**src/rtl/dma_irq_pkg.sv**
```systemverilog
package dma_irq_pkg;
  localparam int unsigned STAT_W = 11;

  localparam int OFS_STAT = 'h100;
  localparam int OFS_MASK = 'h104;
  localparam int OFS_IEN  = 'h108;
  localparam int OFS_IDIS = 'h10C;
  localparam int OFS_SCNT = 'h190;
  localparam int OFS_DCNT = 'h194;
  localparam int OFS_CTRL = 'h200;

  localparam int unsigned BIT_INVAL   = 0;
  localparam int unsigned BIT_SRC_OVF = 4;
  localparam int unsigned BIT_DST_OVF = 5;

  // bit 1 has no source
  localparam logic [STAT_W-1:0] STAT_IMPL = 11'h7FD;

  typedef enum logic [2:0] {
    SEL_NONE, SEL_STAT, SEL_MASK, SEL_IEN, SEL_IDIS, SEL_SCNT, SEL_DCNT, SEL_CTRL
  } reg_sel_e;
endpackage

```
**src/rtl/dma_irq_decode.sv**
```systemverilog
module dma_irq_decode
  import dma_irq_pkg::*;
#(
  parameter int unsigned ADDR_W = 12
) (
  input  logic [ADDR_W-1:0] addr_i,
  input  logic              wr_en_i,
  input  logic              rd_en_i,
  output reg_sel_e          sel_o,
  output logic              inval_o
);
  always_comb begin
    sel_o = SEL_NONE;
    if      (addr_i == ADDR_W'(OFS_STAT)) sel_o = SEL_STAT;
    else if (addr_i == ADDR_W'(OFS_MASK)) sel_o = SEL_MASK;
    else if (addr_i == ADDR_W'(OFS_IEN))  sel_o = SEL_IEN;
    else if (addr_i == ADDR_W'(OFS_IDIS)) sel_o = SEL_IDIS;
    else if (addr_i == ADDR_W'(OFS_SCNT)) sel_o = SEL_SCNT;
    else if (addr_i == ADDR_W'(OFS_DCNT)) sel_o = SEL_DCNT;
    else if (addr_i == ADDR_W'(OFS_CTRL)) sel_o = SEL_CTRL;
  end

  assign inval_o = (wr_en_i || rd_en_i) && (sel_o == SEL_NONE);
endmodule

```
**src/rtl/dma_irq_status.sv**
```systemverilog
module dma_irq_status #(
  parameter int unsigned          STAT_W = 11,
  parameter logic [STAT_W-1:0]    IMPL   = '1
) (
  input  logic              clk_i,
  input  logic              rst_ni,
  input  logic [STAT_W-1:0] set_i,
  input  logic [STAT_W-1:0] clr_i,
  input  logic [STAT_W-1:0] ien_i,
  input  logic [STAT_W-1:0] idis_i,
  output logic [STAT_W-1:0] status_o,
  output logic [STAT_W-1:0] mask_o,
  output logic              irq_o
);
  logic [STAT_W-1:0] status_q, mask_q;
  logic              irq_q;

  always_ff @(posedge clk_i or negedge rst_ni) begin
    if (!rst_ni) begin
      status_q <= '0;
      mask_q   <= '1;
      irq_q    <= 1'b0;
    end else begin
      // new events win over a coincident clear
      status_q <= ((status_q & ~clr_i) | set_i) & IMPL;
      mask_q   <= (mask_q & ~ien_i) | idis_i;
      irq_q    <= |(status_q & ~mask_q);
    end
  end

  assign status_o = status_q;
  assign mask_o   = mask_q;
  assign irq_o    = irq_q;

  assert_set_wins_R3: assert property (@(posedge clk_i) disable iff (!rst_ni)
    |(set_i & IMPL) |=> ((status_q & $past(set_i & IMPL)) == $past(set_i & IMPL)));
  assert_unmask_R4: assert property (@(posedge clk_i) disable iff (!rst_ni)
    |ien_i && !(|idis_i) |=> ((mask_q & $past(ien_i)) == '0));
  assert_mask_R4: assert property (@(posedge clk_i) disable iff (!rst_ni)
    |idis_i |=> ((mask_q & $past(idis_i)) == $past(idis_i)));
  assert_irq_high_R5: assert property (@(posedge clk_i) disable iff (!rst_ni)
    |(status_q & ~mask_q) |=> irq_o);
  assert_irq_low_R5: assert property (@(posedge clk_i) disable iff (!rst_ni)
    !(|(status_q & ~mask_q)) |=> !irq_o);
endmodule

```
**src/rtl/dma_irq_counter.sv**
```systemverilog
module dma_irq_counter #(
  parameter int unsigned CNT_W = 8
) (
  input  logic             clk_i,
  input  logic             rst_ni,
  input  logic             inc_i,
  input  logic             clr_i,
  output logic [CNT_W-1:0] cnt_o,
  output logic             ovf_o
);
  localparam logic [CNT_W-1:0] CNT_MAX = '1;

  logic [CNT_W-1:0] cnt_q;
  logic             at_max;

  assign at_max = (cnt_q == CNT_MAX);

  always_ff @(posedge clk_i or negedge rst_ni) begin
    if (!rst_ni)                cnt_q <= '0;
    else if (clr_i)             cnt_q <= CNT_W'(inc_i);
    else if (inc_i && !at_max)  cnt_q <= cnt_q + 1'b1;
  end

  assign ovf_o = inc_i && !clr_i && at_max;
  assign cnt_o = cnt_q;

  assert_clr_R6: assert property (@(posedge clk_i) disable iff (!rst_ni)
    clr_i && !inc_i |=> cnt_q == '0);
  assert_clr_inc_R6: assert property (@(posedge clk_i) disable iff (!rst_ni)
    clr_i && inc_i |=> cnt_q == CNT_W'(1));
  assert_sat_R7: assert property (@(posedge clk_i) disable iff (!rst_ni)
    ovf_o |=> cnt_q == CNT_MAX);
endmodule

```
**src/rtl/dma_irq_bank.sv**
```systemverilog
module dma_irq_bank
  import dma_irq_pkg::*;
#(
  parameter int unsigned ADDR_W = 12,
  parameter int unsigned DATA_W = 32,
  parameter int unsigned CNT_W  = 8
) (
  input  logic              clk_i,
  input  logic              rst_ni,
  input  logic [ADDR_W-1:0] addr_i,
  input  logic              wr_en_i,
  input  logic [DATA_W-1:0] wdata_i,
  input  logic              rd_en_i,
  output logic [DATA_W-1:0] rdata_o,
  input  logic [STAT_W-1:0] evt_i,
  input  logic              src_done_i,
  input  logic              dst_done_i,
  output logic              irq_o,
  output logic              chan_en_o
);
  localparam int unsigned N_CNT = 2;

  reg_sel_e          sel;
  logic              inval;
  logic [STAT_W-1:0] wbits, stat_set, stat_clr, ien, idis, status, mask;
  logic [N_CNT-1:0]  cnt_inc, cnt_clr, cnt_ovf;
  logic [CNT_W-1:0]  cnt_val [N_CNT];
  logic [DATA_W-1:0] rd_val, rdata_q;
  logic              en_q;
  logic              wdata_unused;

  assign wbits        = wdata_i[STAT_W-1:0];
  assign wdata_unused = ^wdata_i[DATA_W-1:STAT_W];

  dma_irq_decode #(.ADDR_W(ADDR_W)) u_decode (
    .addr_i  (addr_i),
    .wr_en_i (wr_en_i),
    .rd_en_i (rd_en_i),
    .sel_o   (sel),
    .inval_o (inval)
  );

  assign cnt_inc = {dst_done_i, src_done_i};

  for (genvar g = 0; g < N_CNT; g++) begin : g_cnt
    localparam reg_sel_e SEL_G = (g == 0) ? SEL_SCNT : SEL_DCNT;
    assign cnt_clr[g] = rd_en_i && (sel == SEL_G);
    dma_irq_counter #(.CNT_W(CNT_W)) u_cnt (
      .clk_i  (clk_i),
      .rst_ni (rst_ni),
      .inc_i  (cnt_inc[g]),
      .clr_i  (cnt_clr[g]),
      .cnt_o  (cnt_val[g]),
      .ovf_o  (cnt_ovf[g])
    );
  end

  always_comb begin
    stat_set = evt_i;
    stat_set[BIT_SRC_OVF] = evt_i[BIT_SRC_OVF] | cnt_ovf[0];
    stat_set[BIT_DST_OVF] = evt_i[BIT_DST_OVF] | cnt_ovf[1];
    stat_set[BIT_INVAL]   = evt_i[BIT_INVAL]   | inval;
  end

  assign stat_clr = (wr_en_i && sel == SEL_STAT) ? wbits : '0;
  assign ien      = (wr_en_i && sel == SEL_IEN)  ? wbits : '0;
  assign idis     = (wr_en_i && sel == SEL_IDIS) ? wbits : '0;

  dma_irq_status #(.STAT_W(STAT_W), .IMPL(STAT_IMPL)) u_status (
    .clk_i    (clk_i),
    .rst_ni   (rst_ni),
    .set_i    (stat_set),
    .clr_i    (stat_clr),
    .ien_i    (ien),
    .idis_i   (idis),
    .status_o (status),
    .mask_o   (mask),
    .irq_o    (irq_o)
  );

  always_comb begin
    rd_val = '0;
    case (sel)
      SEL_STAT: rd_val = DATA_W'(status);
      SEL_MASK: rd_val = DATA_W'(mask);
      SEL_SCNT: rd_val = DATA_W'(cnt_val[0]);
      SEL_DCNT: rd_val = DATA_W'(cnt_val[1]);
      SEL_CTRL: rd_val = DATA_W'(en_q);
      default:  rd_val = '0;
    endcase
  end

  always_ff @(posedge clk_i or negedge rst_ni) begin
    if (!rst_ni) begin
      rdata_q <= '0;
      en_q    <= 1'b0;
    end else begin
      if (rd_en_i)                      rdata_q <= rd_val;
      if (wr_en_i && sel == SEL_CTRL)   en_q    <= wdata_i[0];
    end
  end

  assign rdata_o   = rdata_q;
  assign chan_en_o = en_q;

  assert_inval_flag_R8: assert property (@(posedge clk_i) disable iff (!rst_ni)
    inval |=> status[BIT_INVAL]);
  assert_inval_rd_zero_R8: assert property (@(posedge clk_i) disable iff (!rst_ni)
    rd_en_i && inval |=> rdata_o == '0);
  assert_ctrl_wr_R9: assert property (@(posedge clk_i) disable iff (!rst_ni)
    wr_en_i && sel == SEL_CTRL |=> chan_en_o == $past(wdata_i[0]));
  assert_rd_hold_R10: assert property (@(posedge clk_i) disable iff (!rst_ni)
    !rd_en_i |=> $stable(rdata_o));
endmodule

```
**config.mk**
```make
export PLATFORM = sky130hd
export DESIGN_NAME = dma_irq_bank
export DESIGN_NICKNAME = d
export VERILOG_FILES = /design/src/rtl/dma_irq_pkg.sv /design/src/rtl/dma_irq_decode.sv /design/src/rtl/dma_irq_status.sv /design/src/rtl/dma_irq_counter.sv /design/src/rtl/dma_irq_bank.sv
export SDC_FILE = /design/constraint.sdc
export NUM_CORES = 1
export LEC_CHECK = 0
export ABC_AREA = 1
export BUFFER_PORTS_ARGS = -buffer_cell sky130_fd_sc_hd__buf_2
export CAP_MARGIN = 10
export CORE_MARGIN = 4
export CORE_UTILIZATION = 47
export CTS_CLUSTER_SIZE = 10
export DETAILED_ROUTE_END_ITERATION = 8
export GPL_TIMING_DRIVEN = 1
export PLACE_DENSITY = 0.84
export REMOVE_ABC_BUFFERS = 1
export SYNTH_ARGS = -nofsm -noshare
export SYNTH_HDL_FRONTEND = slang
export SYNTH_SLANG_ARGS = --single-unit
```
**constraint.sdc**
```tcl
create_clock -name clk_i -period 1.5 [get_ports clk_i]
set_input_delay 0.075 -clock clk_i [delete_from_list [all_inputs] [get_ports clk_i]]
set_output_delay 0.075 -clock clk_i [all_outputs]
set_load 0.05 [all_outputs]
```
* Word level (Yosys, flattened, before mapping)
Cells that the tools add are included.
Word-level totals: output and inout bits 34, register bits after elaboration 71, logic and storage cells 73, input port bits 61
Operators by class: equal/unequal tests 16, bitwise operators 11, reductions and logical operators 22, $add $sub $neg 2, muxes and demuxes 15
Operator list (count):
- == test 12 x 9 -> 1 bit, second input constant | 6
- one-hot mux 11 bit (5 select lines) | 1
- AND 11 bit | 3
- 2-to-1 mux 11 bit | 3
- inverter 11 bit | 3
- 2-to-1 mux 8 bit | 4
- OR 11 bit | 2
- 2-to-1 mux 3 bit | 7
- adder 8 x 1 -> 8 bit, second input constant | 2
- == test 8 bit, second input constant | 2
- logical AND 1 bit | 13
- == test 12 x 10 -> 1 bit, second input constant | 1
- == test 3 bit, second input constant | 4
- OR reduction 11 bit | 1
- == test 3 x 2 -> 1 bit, second input constant | 2
- zero test 1 bit | 4
- nonzero test 2 bit | 2
- == test 3 x 1 -> 1 bit, second input constant | 1
- zero test 3 bit | 1
- OR 1 bit | 3
- logical OR 1 bit | 1

* Depth between registers and ports, before layout
depth in word-level cells 15, depth in mapped cells 11, gate-level depth less buffers 10

* Cells and area by module
Synthesis repeated with hierarchy kept, for this count alone.
Unflattened totals: cell total of the unflattened synthesis 500, area total of the unflattened synthesis 3488.3 um2
Modules (own cells, without submodules):
- dma_irq_bank | cells each 214, area each 1281.2 um2, instances 1, seq. area each 300.3 um2
- dma_irq_counter | cells each 73, area each 523.0 um2, instances 2, seq. area each 200.2 um2
- dma_irq_status | cells each 84, area each 882.1 um2, instances 1, seq. area each 564.3 um2
- dma_irq_decode | cells each 56, area each 279.0 um2, instances 1, seq. area each 0.0 um2

* Worst setup path after synthesis
No wires, ideal clock.
kind register to register, start register g_cnt[0].u_cnt.cnt_q[0], end register g_cnt[0].u_cnt.cnt_q[0], setup slack 0.079 ns, data arrival time 1.295 ns, setup time 0.126 ns, buffers on the path 0, data required time 1.374 ns, cell stages (with the launch flop) 10, clock period less this slack 1.421 ns, cells stage by stage dfrtp_1 -> ha_1 -> nand3_2 -> nor2_1 -> nand2_1 -> nor2_1 -> nor2_2 -> nand2_1 -> nand3_1 -> o21ai_0
Between the ends: cells in the longest elaborated chain, start to end 4, elaborated cells between the ends (all ways) 7, those cells by class 1 x add/sub; 1 x eq/ne; 2 x mux; 3 x reduce/logical
Ends and longest elaborated chain:
- start: declaration | line dma_irq_counter.sv:13 | logic [CNT_W-1:0] cnt_q;
- start signal: assignment | line dma_irq_counter.sv:20 | else if (clr_i) cnt_q <= CNT_W'(inc_i);
- start signal: assignment | line dma_irq_counter.sv:21 | else if (inc_i && !at_max) cnt_q <= cnt_q + 1'b1;
- parallel branches: the longest is 4 deep, another holds adder 8 x 1 -> 8 bit
Several ways; the timed one is not identified. The select of a mux whose other input is x is not followed. A chain may end at the register's enable or synchronous reset.

* Worst setup path in the final report
start register g_cnt[0].u_cnt.cnt_q[1], end register g_cnt[0].u_cnt.cnt_q[1]
Same word-level chain as after synthesis.

==> qor.txt <==
Register bit total from synthesis: 50
Critical path launch point type: flop
DR iter-0 viols: 328
CP max FO: 4
Gate Count Post-Synth: 427
EDFF count, synth: 0
Main synth FF type: dfrtp_1
CP Cell Sequence: ha_4, nand3_4, nor2_4, nand2_4, nor2_4, nor2_4, buf_6, nand2_4, nand2_2, nand2_2, inv_2
Layout cells sized above 1: 0.279
Most frequent cell on the critical path: nor2_4
Cell Area, Placed: 0.00354 sq mm
Post-DP HPWL: 6120 um
Metal2 WL: 4180 um
Initial antenna violation count: 0
Final ANT Viol Nets: 0
R2R Path End: g_cnt[0].u_cnt.cnt_o[1]$_DFFE_PN0P_
Reg2Reg Setup Slack: 0.01 ns
Max-slew violations: 0
RSZ-0062 raised after global routing: yes
Io pins: 95
Hold path startpoint: wdata_i[7]
Top sig layer: met4
Total Routing Usage GR: 0.215
CTS Buf Count: 5
WHS: 0.000557 ns
Row count: 29
Hold WC Path Type: primary input to flop
Most numerous cell in the Yosys netlist: nand2_1
Starting Density: 0.488
Arrival time worst endpoint: 1.70 ns
Register area share after synthesis: 0.404
CTS H-tree lvls: 2
Diodes inserted: 0
TritonCTS clock tree: done
Cell Pwr Density: 945 mW/mm^2
Main combinational cell family by area after synthesis: simple AND/OR/NAND/NOR gates
Synth warnings: 0
WS Path Type: flop to flop
Cell area after synthesis: 0.00313 sq mm
Outcome: completed
Asr flop ratio synth: 1.00
Tot Pwr: 0.00368 W
Clk buf depth: 2
Die area: 0.00803 sq mm
Die Y: 89.6 um
Post-Synth Simple-Gate Area: 0.348
Worst EP required: 1.71 ns
Worst vdd ir: 0.520 mV
Vias per inst: 5.28
Worst Path Buf+Inv: 2
R2R Path Start: g_cnt[0].u_cnt.cnt_o[1]$_DFFE_PN0P_
P&R area growth vs syn: 24.4%
PortBufs: 51
Final Skew: 0.00979 ns
Max Cap Viol: 0
Dominant cells by area after synthesis: dfrtp_1, nand2_1, dfstp_2
WHS Path Cells: 3
DR WL/cell: 14.2 um
First-pass GRT wire length: 13400 um
Crit path largest cell delay: 0.41 ns
Vias in the first global route: 2922
Worst Setup End Kind: flop
Mux cell area share after synthesis: 0
Final setup viols: 0
DRC: 0
Mean Syn Cell Area: 7.33 sq um
Crit-path leading delay family: simple AND/OR/NAND/NOR gates
Max Clk Rate: 671 MHz
DIE WIDTH: 89.6 um
RePlAce Congestion: 0.908
Maximum number of pins on one net before global-route repair: 51
Metal-1 WL: 3390 um
Final Cell Area: 0.00389 sq mm
Via count: 3134
CP max stage cell: dfrtp_1
XOR/XNOR Fraction of Synth Area: 0.00280
Number of detailed-route iterations in the first pass: 5
Adder-cell share of the synthesized area: 0.00799
Largest area contributor in the netlist: dfrtp_1
Yosys cell types: 34
Root buf cell: clkbuf_8
Filler cells: 570
Total grt overflow: 0
Area of the core: 0.00642 sq mm
Crit. path cell count: 11
Hold Path Sink: u_status.mask_o[7]$_DFF_PN1_
Final nets: 578
FF-to-FF path depth: 11
Commonest cells post-synth: nand2_1, inv_1, nand3_1
Period Utilization, post-route: 0.993
Complex-gate fraction of the synthesized area: 0.102
Final hold violations: 0
TritonCTS sink count: 50
Reg clk slew, reported paths: 0.10 ns
Fin Setup TNS: 0 ns
Worst skew pair latency: 0.31 ns
Minimum clock period: 1.49 ns
Leak: 2.10 nW
Final wirelength: 8420 um
DR WL met3: 715 um
Area fraction of the dominant cell type after synthesis: 0.312
-- kinds of logic after synthesis --
kind of cell,Yosys count
DFF,50
and+or+nand+nor,229
buffers and inverters,88
xor gates and xnor gates,1
adders and majority gates,2
AOI/OAI and AO/OA,56
other,1
-- through the flow --
stage,worst slack [ns],std cells,utilization
6_report,0.0100,593,0.606
3_3_place_gp,-0.0124,567,0.552
4_1_cts,0.00350,589,0.590
3_5_place_dp,-0.107,567,0.552
5_1_grt,-0.0681,593,0.606
2_1_floorplan,0.0754,418,-
-- tightest hold or removal path, cell delays in order --
cell	delay [ns]
buf_2	0.09
inv_1	0.07
o21ai_1	0.07
-- power breakdown --
part / switching (W) / internal [W]
logic: 0.000690 / 0.000499
registers: 0.000153 / 0.00150
clock network: 0.000500 / 0.000340
total: 0.00134 / 0.00234
-- routing by layer --
metal  track usage  vias up
li1              -     1515
met1         0.282     1445
met2         0.368      158
met3        0.0338       16
met4        0.0636        0
met5             0        -
-- cells in the final DEF, fill, tap and decap left out, types with 10 or more instances in the layout --
cell type / instances
dfstp_2: 11
dlygate4sd3_1: 13
inv_1: 53
buf_2: 51
nand2_1: 94
nor2_1: 27
o21ai_0: 27
nand4_1: 18
dfrtp_1: 39
buf_4: 20
nand2_2: 10
conb_1: 21
nand3_1: 43
o21ai_1: 12
-- registers in the layout (all words and copies together) (netlist names) --
signal / count
rdata_o: 11
u_status.irq_o: 1
chan_en_o: 1
u_status.status_o: 10
g_cnt.u_cnt.cnt_o: 16
u_status.mask_o: 11
-- timing repair --
action / CTS / global route
endpoints found under the setup margin: 8 / 13
buffers inserted: 1 / 4
gates resized for setup: 6 / 23
hold endpoints to repair: 51 / 0
pin swaps: 1 / 4
hold buffers: 13 / 0
-- how the worst max path moves through the flow --
stage	slack, ns	endpoint	start
6_report	0.01	g_cnt[0].u_cnt.cnt_o[1]$_DFFE_PN0P_	g_cnt[0].u_cnt.cnt_o[1]$_DFFE_PN0P_
5_1_grt	-0.07	g_cnt[0].u_cnt.cnt_o[2]$_DFFE_PN0P_	g_cnt[0].u_cnt.cnt_o[1]$_DFFE_PN0P_
4_1_cts	0.003	g_cnt[0].u_cnt.cnt_o[1]$_DFFE_PN0P_	g_cnt[0].u_cnt.cnt_o[0]$_DFFE_PN0P_
3_5_place_dp	-0.11	g_cnt[0].u_cnt.cnt_o[1]$_DFFE_PN0P_	g_cnt[0].u_cnt.cnt_o[0]$_DFFE_PN0P_
3_3_place_gp	-0.01	g_cnt[0].u_cnt.cnt_o[1]$_DFFE_PN0P_	g_cnt[0].u_cnt.cnt_o[0]$_DFFE_PN0P_
2_1_floorplan	0.08	g_cnt[0].u_cnt.cnt_o[0]$_DFFE_PN0P_	g_cnt[0].u_cnt.cnt_o[0]$_DFFE_PN0P_
-- area by class of cell --
class	count	area [sq um]	area share
Clock buffer	6	72.6	0.0186
Inverter	59	223	0.0572
Tap cell	77	96.3	0.0247
Timing Repair Buffer	90	621	0.159
Multi-Input combinational cell	309	1600	0.411
Clock inverter	2	17.5	0.00450
Sequential cell	50	1260	0.325
Note: power is estimated with default switching activity, not from simulation.
